===== config.mk =====
export PLATFORM = sky130hd
export DESIGN_NAME = np2_addr_normalizer
export DESIGN_NICKNAME = d
export VERILOG_FILES = /design/src/rtl/np2n_pkg.sv /design/src/rtl/nrm_field_map.sv /design/src/rtl/nrm_const_div.sv /design/src/rtl/np2_addr_normalizer.sv
export SDC_FILE = /design/constraint.sdc
export NUM_CORES = 1
export LEC_CHECK = 0
export ABC_AREA = 0
export BUFFER_PORTS_ARGS = -buffer_cell sky130_fd_sc_hd__buf_4
export CAP_MARGIN = 20
export CORE_UTILIZATION = 45
export DETAILED_ROUTE_END_ITERATION = 7
export HOLD_SLACK_MARGIN = 0.15
export PLACE_DENSITY = 0.73
export SYNTH_ARGS = -nofsm -noshare
export SYNTH_HDL_FRONTEND = slang
export SYNTH_SLANG_ARGS = --single-unit
export TNS_END_PERCENT = 1

===== constraint.sdc =====
create_clock -name clk_i -period 2.1 [get_ports clk_i]
set_input_delay 0.105 -clock clk_i [delete_from_list [all_inputs] [get_ports clk_i]]
set_output_delay 0.105 -clock clk_i [all_outputs]
set_load 0.005 [all_outputs]

===== src/rtl/np2n_pkg.sv =====
package np2n_pkg;
  typedef enum logic [2:0] {
    LAYOUT_24   = 3'd0,
    LAYOUT_12   = 3'd1,
    LAYOUT_6_10 = 3'd2,
    LAYOUT_3_5  = 3'd3
  } layout_e;

  localparam int unsigned PASS_W   = 8;
  localparam int unsigned DIVSR_W  = 3;
  localparam logic [DIVSR_W-1:0] DIVSR_THREE = 3'd3;
  localparam logic [DIVSR_W-1:0] DIVSR_FIVE  = 3'd5;
  localparam int unsigned Q_POS_1K = 10;
  localparam int unsigned Q_POS_2K = 11;
endpackage


===== src/rtl/nrm_field_map.sv =====
module nrm_field_map
  import np2n_pkg::*;
#(
  parameter int unsigned ADDR_W = 64,
  parameter int unsigned MODE_W = 4
) (
  input  logic [ADDR_W-1:0] addr_i,
  input  logic [MODE_W-1:0] mode_i,
  output logic [ADDR_W-1:0] dividend_o,
  output logic [ADDR_W-1:0] low_o,
  output logic              wide_o,
  output logic              valid_o
);
  logic [2:0] layout;
  assign layout = mode_i[3:1];
  assign wide_o = mode_i[0];

  always_comb begin
    dividend_o = '0;
    valid_o    = 1'b1;
    unique case (layout)
      LAYOUT_24:
        dividend_o = wide_o ? ADDR_W'(addr_i[ADDR_W-1:14]) : ADDR_W'(addr_i[ADDR_W-1:13]);
      LAYOUT_12:
        dividend_o = wide_o ? ADDR_W'(addr_i[ADDR_W-1:13]) : ADDR_W'(addr_i[ADDR_W-1:12]);
      LAYOUT_6_10:
        dividend_o = wide_o ? ADDR_W'(addr_i[ADDR_W-1:12])
                            : ADDR_W'({addr_i[ADDR_W-1:12], addr_i[9]});
      LAYOUT_3_5:
        dividend_o = wide_o ? ADDR_W'({addr_i[ADDR_W-1:12], addr_i[8]})
                            : ADDR_W'({addr_i[ADDR_W-1:12], addr_i[9:8]});
      default: valid_o = 1'b0;
    endcase
  end

  always_comb begin
    low_o = '0;
    low_o[PASS_W-1:0] = addr_i[PASS_W-1:0];
    if (wide_o) low_o[10:8] = addr_i[11:9];
    else        low_o[9:8]  = addr_i[11:10];
  end
endmodule


===== src/rtl/nrm_const_div.sv =====
module nrm_const_div #(
  parameter int unsigned W   = 64,
  parameter int unsigned D_W = 3
) (
  input  logic           clk_i,
  input  logic           rst_ni,
  input  logic           load_i,
  input  logic [W-1:0]   dividend_i,
  input  logic [D_W-1:0] divisor_i,
  output logic           fin_o,
  output logic [W-1:0]   quot_o
);
  localparam int unsigned CNT_W = $clog2(W);
  localparam int unsigned REM_W = D_W + 1;
  localparam logic [CNT_W-1:0] LAST = CNT_W'(W - 1);

  logic [W-1:0]     acc_q;
  logic [REM_W-1:0] rem_q;
  logic [D_W-1:0]   dsr_q;
  logic [CNT_W-1:0] cnt_q;
  logic             run_q, fin_q;

  logic [REM_W-1:0] rem_sh, rem_nx;
  logic             ge;

  // restoring step: remainder stays below divisor, so D_W bits plus one shift fit REM_W
  assign rem_sh = {rem_q[REM_W-2:0], acc_q[W-1]};
  assign ge     = rem_sh >= {1'b0, dsr_q};
  assign rem_nx = ge ? rem_sh - {1'b0, dsr_q} : rem_sh;

  always_ff @(posedge clk_i or negedge rst_ni) begin
    if (!rst_ni) begin
      acc_q <= '0;
      rem_q <= '0;
      dsr_q <= '0;
      cnt_q <= '0;
      run_q <= 1'b0;
      fin_q <= 1'b0;
    end else begin
      fin_q <= 1'b0;
      if (load_i) begin
        acc_q <= dividend_i;
        rem_q <= '0;
        dsr_q <= divisor_i;
        cnt_q <= '0;
        run_q <= 1'b1;
      end else if (run_q) begin
        acc_q <= {acc_q[W-2:0], ge};
        rem_q <= rem_nx;
        cnt_q <= cnt_q + 1'b1;
        if (cnt_q == LAST) begin
          run_q <= 1'b0;
          fin_q <= 1'b1;
        end
      end
    end
  end

  assign fin_o  = fin_q;
  assign quot_o = acc_q;
endmodule


===== src/rtl/np2_addr_normalizer.sv =====
module np2_addr_normalizer
  import np2n_pkg::*;
#(
  parameter int unsigned ADDR_W = 64,
  parameter int unsigned MODE_W = 4,
  parameter int unsigned CHAN_W = 5
) (
  input  logic              clk_i,
  input  logic              rst_ni,
  input  logic              start_i,
  input  logic [ADDR_W-1:0] addr_i,
  input  logic [MODE_W-1:0] mode_i,
  input  logic [CHAN_W-1:0] chan_cnt_i,
  output logic [ADDR_W-1:0] norm_o,
  output logic              done_o,
  output logic              err_o
);
  logic [ADDR_W-1:0]  dividend, low, quot, placed;
  logic               wide, valid, div_fin;
  logic [DIVSR_W-1:0] divisor;
  logic               accept;

  logic               busy_q, done_q, err_q, wide_q;
  logic [ADDR_W-1:0]  low_q, norm_q;

  nrm_field_map #(.ADDR_W(ADDR_W), .MODE_W(MODE_W)) u_map (
    .addr_i     (addr_i),
    .mode_i     (mode_i),
    .dividend_o (dividend),
    .low_o      (low),
    .wide_o     (wide),
    .valid_o    (valid)
  );

  assign divisor = (chan_cnt_i % CHAN_W'(3) == '0) ? DIVSR_THREE : DIVSR_FIVE;
  assign accept  = start_i && !busy_q;

  nrm_const_div #(.W(ADDR_W), .D_W(DIVSR_W)) u_div (
    .clk_i      (clk_i),
    .rst_ni     (rst_ni),
    .load_i     (accept && valid),
    .dividend_i (dividend),
    .divisor_i  (divisor),
    .fin_o      (div_fin),
    .quot_o     (quot)
  );

  assign placed = low_q | (wide_q ? (quot << Q_POS_2K) : (quot << Q_POS_1K));

  always_ff @(posedge clk_i or negedge rst_ni) begin
    if (!rst_ni) begin
      busy_q <= 1'b0;
      done_q <= 1'b0;
      err_q  <= 1'b0;
      wide_q <= 1'b0;
      low_q  <= '0;
      norm_q <= '0;
    end else begin
      done_q <= 1'b0;
      if (accept && !valid) begin
        done_q <= 1'b1;
        err_q  <= 1'b1;
        norm_q <= '0;
      end else if (accept) begin
        busy_q <= 1'b1;
        low_q  <= low;
        wide_q <= wide;
      end
      if (div_fin) begin
        busy_q <= 1'b0;
        done_q <= 1'b1;
        err_q  <= 1'b0;
        norm_q <= placed;
      end
    end
  end

  assign norm_o = norm_q;
  assign done_o = done_q;
  assign err_o  = err_q;
endmodule


==> results of run 1 <==
per-layer routing:
| metal | GRT usage (%) | vias up | share of wire (%) |
|---|---|---|---|
| li1 | - | 3893 | - |
| met1 | 33.00 | 4012 | 46 |
| met2 | 37.18 | 275 | 47 |
| met3 | 4.969 | 24 | 6.0 |
| met4 | 6.237 | 0 | 1.1 |
| met5 | 0 | - | 0 |
power groups by stage:
stage          logic (W)  clock network [W]  registers, W
2_1_floorplan    0.00386                  0       0.00496
3_3_place_gp     0.00511                  0       0.00530
3_5_place_dp     0.00524                  0       0.00534
6_report         0.00532            0.00323       0.00533
4_1_cts          0.00536            0.00328       0.00532
5_1_grt          0.00593            0.00342       0.00550
critical path, stage by stage, from the launching register on:
cell	delay, ns
dfrtp_1	0.37
nor2b_1	0.14
buf_4	0.16
nand2b_2	0.08
buf_12	0.18
a2111oi_0	0.26
dlygate4sd3_1	0.60
a21oi_1	0.04
cell families after synthesis:
logic type               count (synthesis)
flip-flops                             157
buffers and inverters                  105
XOR/XNOR                                 9
adder cells (fa/ha/maj)                  8
AO/OA/AOI/OAI                          322
AND/OR/NAND/NOR                        187
multiplexers                           149
worst min-delay path by stage:
stage / from / endpoint / slack, ns / cells after the start
2_1_floorplan: rst_ni / busy_q / -0.19 / 0
3_3_place_gp: rst_ni / norm_o[45] / 0.12 / 1
3_5_place_dp: rst_ni / norm_o[46] / 0.12 / 1
4_1_cts: addr_i[23] / u_div.quot_o[11] / 0.15 / 5
5_1_grt: addr_i[46] / u_div.quot_o[32] / 0.18 / 4
6_report: addr_i[23] / u_div.quot_o[11] / 0.17 / 5
placed cells by master (no fill, tap or decap), types with 15 or more instances in the layout:
cell type        n
nor2_1          49
nand3_1         15
nor2b_1         27
o21ai_0         30
mux2i_1         70
buf_4          174
a221oi_1        36
a211oi_1        29
nand2_1         64
a22oi_1         25
dfrtp_1        154
mux2_2          78
a21oi_1         53
a22o_1          78
dlygate4sd3_1   34
clkbuf_16       17
repair_timing:
| action | in CTS | in global routing |
|---|---|---|
| hold buffers | 35 | 0 |
| resized for setup | 0 | 1 |
| setup buffers | 0 | 0 |
| endpoints found under the hold margin | 180 | 0 |
| endpoints found under the setup margin | 0 | 2 |
per-stage QoR:
stage / setup WS, ns / utilization, % / instance area (sq um) / hold WS (ns) / TNS, ns
2_1_floorplan: -0.1973 / - / 9507 / -0.1906 / -0.3602
3_3_place_gp: -0.1752 / 54.10 / 11050 / 0.1188 / -0.3476
3_5_place_dp: -0.2734 / 54.10 / 11050 / 0.1180 / -0.5460
4_1_cts: 0.04930 / 58.84 / 12020 / 0.1540 / 0
5_1_grt: 0.004106 / 58.81 / 12010 / 0.1845 / 0
6_report: 0.1365 / 58.81 / 12010 / 0.1697 / 0
sequential cells by signal, summed over array words and instances, names as in the netlist, 3 cells and up:
signal	flops
u_div.dsr_q	3
u_div.cnt_q	6
norm_o	64
low_q	11
u_div.quot_o	64
u_div.rem_q	3
cell type report:
| cell class | instances | area, sq um |
|---|---|---|
| Sequential cell | 157 | 3935 |
| Inverter | 10 | 37.54 |
| Tap cell | 270 | 337.8 |
| Clock buffer | 20 | 456.7 |
| Clock inverter | 12 | 160.2 |
| Multi-Input combinational cell | 675 | 5169 |
| Timing Repair Buffer | 222 | 1918 |
| Fill cell | 1727 | 8416 |
==> impl_metrics.toml, run 1 <==
[grt]
grt_pass1_vias = 7843
grt_max_degree = 100
grt_pass1_wl_microns = 41140
gr-usage-all-layers_pct = 23.60
antenna_found_initial = 0
grt_overflow = 0

[critical_path]
crit_end = "u_div.quot_o[0]"
crit_type = "flip-flop to flip-flop"
crit_path_end_kind = "flip-flop"
start_kind = "flip-flop"
cp.arrival_ns = 2.27
timing.rr.start = "busy_q"
crit_fanout = 35
r2r-end = "u_div.quot_o[0]"
r2r_cells = 7
cp-startpoint = "busy_q"
required_ns = 2.40
r2r_slack_ns = 0.14

[pwr]
p_switching_w = 0.004675
p_int_w = 0.009205
leakagePower_nw = 5.509
share_comb_of_total_power_pct = 38.4
switching_share_pct = 33.68
power_density_nw_per_um2 = 1155
irDropWorstVdd_v = 0.0007062
clock_power_share_pct = 23.2
totalPowerFinal_w = 0.01388
seqPwrFrac_pct = 38.4

[clock_tree]
path_clk_slew_ns = 0.06
numClockSinks = 157
tritoncts.num_buffers = 17
cts_max_level = 4
cts_root_buf = "clkbuf_16"
cts_buffer_depth = 2
clk_latency_ns = 0.43
cts_tree = "built"

[die]
num_rows = 52
dieWidth_microns = 147.0
start_util_pct = 46.29
core_area_sq_um = 20430
die_y_microns = 147.0
die_area_sq_um = 21600
io_pins = 142

[logic_synthesis]
yosys.area_share.adder_pct = 1.138
synth_largest_area_cell = "dfrtp_1"
ys.warnings.count = 0
synth-compound-area-share_pct = 25.35
synth_top_family_by_area = "compound AO/OA/AOI/OAI gates"
synth_commonest_cells = "dfrtp_1, a22o_1, mux2_2"
synth_top_area_share_pct = 41.55
ys.flop_type = "dfrtp_1"
synth_mux_area_share_pct = 16.94
synth.distinct_cells = 58
synth.cell_area_sq_um = 9457
ys_async_sr_fraction_pct = 100.0
syn_inst = 937
yosys.area_share.simple_pct = 9.553
post-synth-top-count-cell = "dfrtp_1"
synthTopCellsByArea = "dfrtp_1, mux2_2, mux2i_1"
synth_edf_count = 0
synth_xor_area_share_pct = 0.8336
synth.yosys.seq_area_share_pct = 41.55
yosys_register_bits = 157
synthesis.nets = 1021
syn_avg_cell_area_sq_um = 10.09

[status]
status = "completed"

[timing]
slew_viol_final = 0
setup_viol = 0
finalHoldViolations = 0
slew_headroom_pct = 59.19
max_slew.worst_pin.slew_ns = 0.5967
period_minus_slack_ns = 1.964
worst_clock_skew_ns = 0.008588
rsz0062_at_grt = "no"
timing.fmax_mhz = 509.3
min_period_over_period_pct = 93.50

[finish]
layout.nets = 1167
insertedDiodeCount = 0
layout.cells.non_filler = 1366
drive_gt1_share_pct = 29.29
syn_to_final_growth_pct = 27.04

[detailed_routing]
drt_wl_total_microns = 24830
routed_via_density = 6.006
wl_per_cell_microns = 18.18
first_pass_iters = 5
ant_nets = 0
drt_iter0_drc = 594
vias = 8204
drc = 0

[placed_design]
gp_congestion = 0.8414
portBuffers = 141
dp.cells = 1300
dp_hpwl_microns = 16520

[worst_hold_path]
holdCritPathClass = "input port to flip-flop"

[flow_run]
maxCapViolCount = 0
Power figures use the tool's default switching activity.
==> inputs of run 2 (changes only) <==
--- a/config.mk
+++ b/config.mk
@@ -11,7 +11,7 @@
 export CORE_UTILIZATION = 45
 export DETAILED_ROUTE_END_ITERATION = 7
 export HOLD_SLACK_MARGIN = 0.15
-export PLACE_DENSITY = 0.73
+export PLACE_DENSITY = 0.76
 export SYNTH_ARGS = -nofsm -noshare
 export SYNTH_HDL_FRONTEND = slang
 export SYNTH_SLANG_ARGS = --single-unit
==> run 2 against run 1 <==
Routed wire length increased by 1.5%. Total power decreased by 0.85%. First-iteration DRC count increased by 18%. Sequential share of layout area decreased by 0.33 points. Combinational power about the same. Hold slack got worse by 0.0058 ns. Design area increased by 1.0%. Count of clock-buffer cells in the layout decreased by 3. Register-to-register slack improved by 0.10 ns. Sequential cell count unchanged. Maximum frequency decreased by 2.6%. Non-clock buffer count increased by 15. Critical path type is now input port to flip-flop. Largest cell class unchanged. Largest power group is now combinational logic.
==> impl_metrics.toml, run 2 (synthesized netlist as in run 1, its figures left out) <==
[flow_run]
maxCapViolCount = 0

[die]
io_pins = 142
start_util_pct = 46.29
die_area_sq_um = 21600
die_y_microns = 147.0
core_area_sq_um = 20430
num_rows = 52
dieWidth_microns = 147.0

[critical_path]
crit_fanout = 21
timing.rr.start = "busy_q"
crit_path_end_kind = "flip-flop"
r2r-end = "u_div.quot_o[17]"
timing.critical_path.cells = "buf_4 > and3b_4 > buf_6 > a22oi_1 > dlygate4sd3_1 > nand3_1 > dlygate4sd3_1 > nand3_1 > o21ai_1"
r2r_slack_ns = 0.24
cpPeakStageDelay_ns = 0.57
crit_type = "input port to flip-flop"
cpMaxStageDelayCell = "dlygate4sd3_1"
cp.arrival_ns = 2.38
start_kind = "input port"
required_ns = 2.47
r2r_cells = 4

[finish]
fin_area_sq_um = 12140
layout_common_cells = "buf_4, dfrtp_1, a22o_1, mux2_2, mux2i_1"
multi_input_comb_area_sq_um = 5174
final-seq-area_sq_um = 3935
layout.nets = 1182
drive_gt1_share_pct = 28.98
fillCellCount = 1715
layout.cells.most_common = "buf_4"
syn_to_final_growth_pct = 28.34
insertedDiodeCount = 0

[timing]
min_period_over_period_pct = 95.99
worst_clock_skew_ns = 0.008450
timing.fmax_mhz = 496.1
slew_headroom_pct = 56.12
setup_viol = 0
max_slew.worst_pin.slew_ns = 0.6583
finalHoldViolations = 0
whs_ns = 0.1639
period_minus_slack_ns = 2.016
slew_viol_final = 0
rsz0062_at_grt = "no"

[pwr]
leakagePower_nw = 5.544
p_switching_w = 0.004838
seqPwrFrac_pct = 38.3
switching_share_pct = 35.16
irDropWorstVdd_v = 0.0006405
share_comb_of_total_power_pct = 38.9
power_density_nw_per_um2 = 1134
clock_power_share_pct = 22.8
p_int_w = 0.008924

[detailed_routing]
wl_per_cell_microns = 18.25
drt_iter0_drc = 698
routed_via_density = 6.049
ant_nets = 0
first_pass_iters = 5
drc = 0
drt_wl_total_microns = 25200
vias = 8354

[clock_tree]
numClockSinks = 157
clk_latency_ns = 0.44
path_clk_slew_ns = 0.07
cts_root_buf = "clkbuf_16"
cts_tree = "built"
cts_buffer_depth = 2
tritoncts.num_buffers = 17
cts_max_level = 4

[grt]
gr-usage-all-layers_pct = 23.77
grt_pass1_vias = 8012
grt_max_degree = 110
grt_overflow = 0
antenna_found_initial = 0
grt_pass1_wl_microns = 41370

[worst_hold_path]
min_to = "u_div.quot_o[19]"
hp-start = "addr_i[29]"
holdCritPathClass = "input port to flip-flop"
holdPathStages = 4

[placed_design]
dpl_cell_area_sq_um = 11050
portBuffers = 141
gp_congestion = 0.8448
dp_hpwl_microns = 16460

[status]
status = "completed"
-- run 2: cell types whose count changed in the layout (fill, tap and decap cells not counted), moves of 2 or more --
| cell | previous run | this run |
|---|---|---|
| inv_6 | 1 | 7 |
| dlygate4sd3_1 | 34 | 48 |
| clkinv_2 | 3 | 0 |
| bufinv_16 | 3 | 1 |
| clkinvlp_4 | 0 | 2 |
| clkbuf_8 | 2 | 0 |
| clkinv_4 | 4 | 1 |
| clkinv_8 | 0 | 2 |
-- run 2: area by class of cell --
| type | instances | share of cell area (%) |
|---|---|---|
| multi-input combinational | 675 | 42.63 |
| sequential | 157 | 32.42 |
| timing repair buffer | 237 | 16.95 |
| clock buffer | 17 | 3.505 |
| tap | 270 | 2.784 |
| clock inverter | 15 | 1.402 |
| inverter | 10 | 0.3093 |
-- run 2: worst max path at each step --
stage,end,startpoint,slack [ns],cells after the start
final,u_div.quot_o[38],mode_i[3],0.08,9
after global routing,u_div.quot_o[38],mode_i[3],0.002,9
after CTS,u_div.quot_o[38],mode_i[2],0.03,9
after detailed placement,u_div.dsr_q[1],chan_cnt_i[3],-0.27,11
after global placement,u_div.dsr_q[2],chan_cnt_i[3],-0.16,13
after floorplan,u_div.dsr_q[2],chan_cnt_i[3],-0.20,14
-- run 2: power by group through the flow --
stage,clock (W),combinational [W],sequential [W]
after floorplan,0,0.00386,0.00496
after global placement,0,0.00507,0.00524
after detailed placement,0,0.00523,0.00529
after CTS,0.00319,0.00537,0.00525
after global routing,0.00331,0.00592,0.00545
final,0.00313,0.00535,0.00528
-- run 2: repair_timing --
action                     4_1_cts  5_1_grt
hold endpoints to repair       170        0
setup buffers                    0        0
hold buffers                    49        0
resized for setup                0        3
setup endpoints to repair        0        2
-- run 2: layer usage --
layer | part of all wire [%] | up-vias | global-route usage (%)
li1 | - | 3941 | -
met1 | 44 | 4059 | 31.91
met2 | 47 | 309 | 37.46
met3 | 6.6 | 45 | 5.776
met4 | 2.2 | 0 | 8.351
met5 | 0 | - | 0
-- run 2: critical path: cells and delay by family --
family	cells	cell delay [ns]
simple gates	3	0.64
buf+inv	4	1.44
compound gates	2	0.19
-- run 2: metrics by stage --
stage	total power [W]	TNS [ns]	worst slack (ns)	std cells	util, %
after detailed placement	0.01052	-0.5275	-0.2688	1301	54.08
after global routing	0.01468	0	0.002421	1381	59.41
after global placement	0.01031	-0.3075	-0.1630	1301	54.08
final	0.01376	0	0.08415	1381	59.41
after floorplan	0.008820	-0.3602	-0.1973	937	-
after CTS	0.01381	0	0.02544	1382	59.39
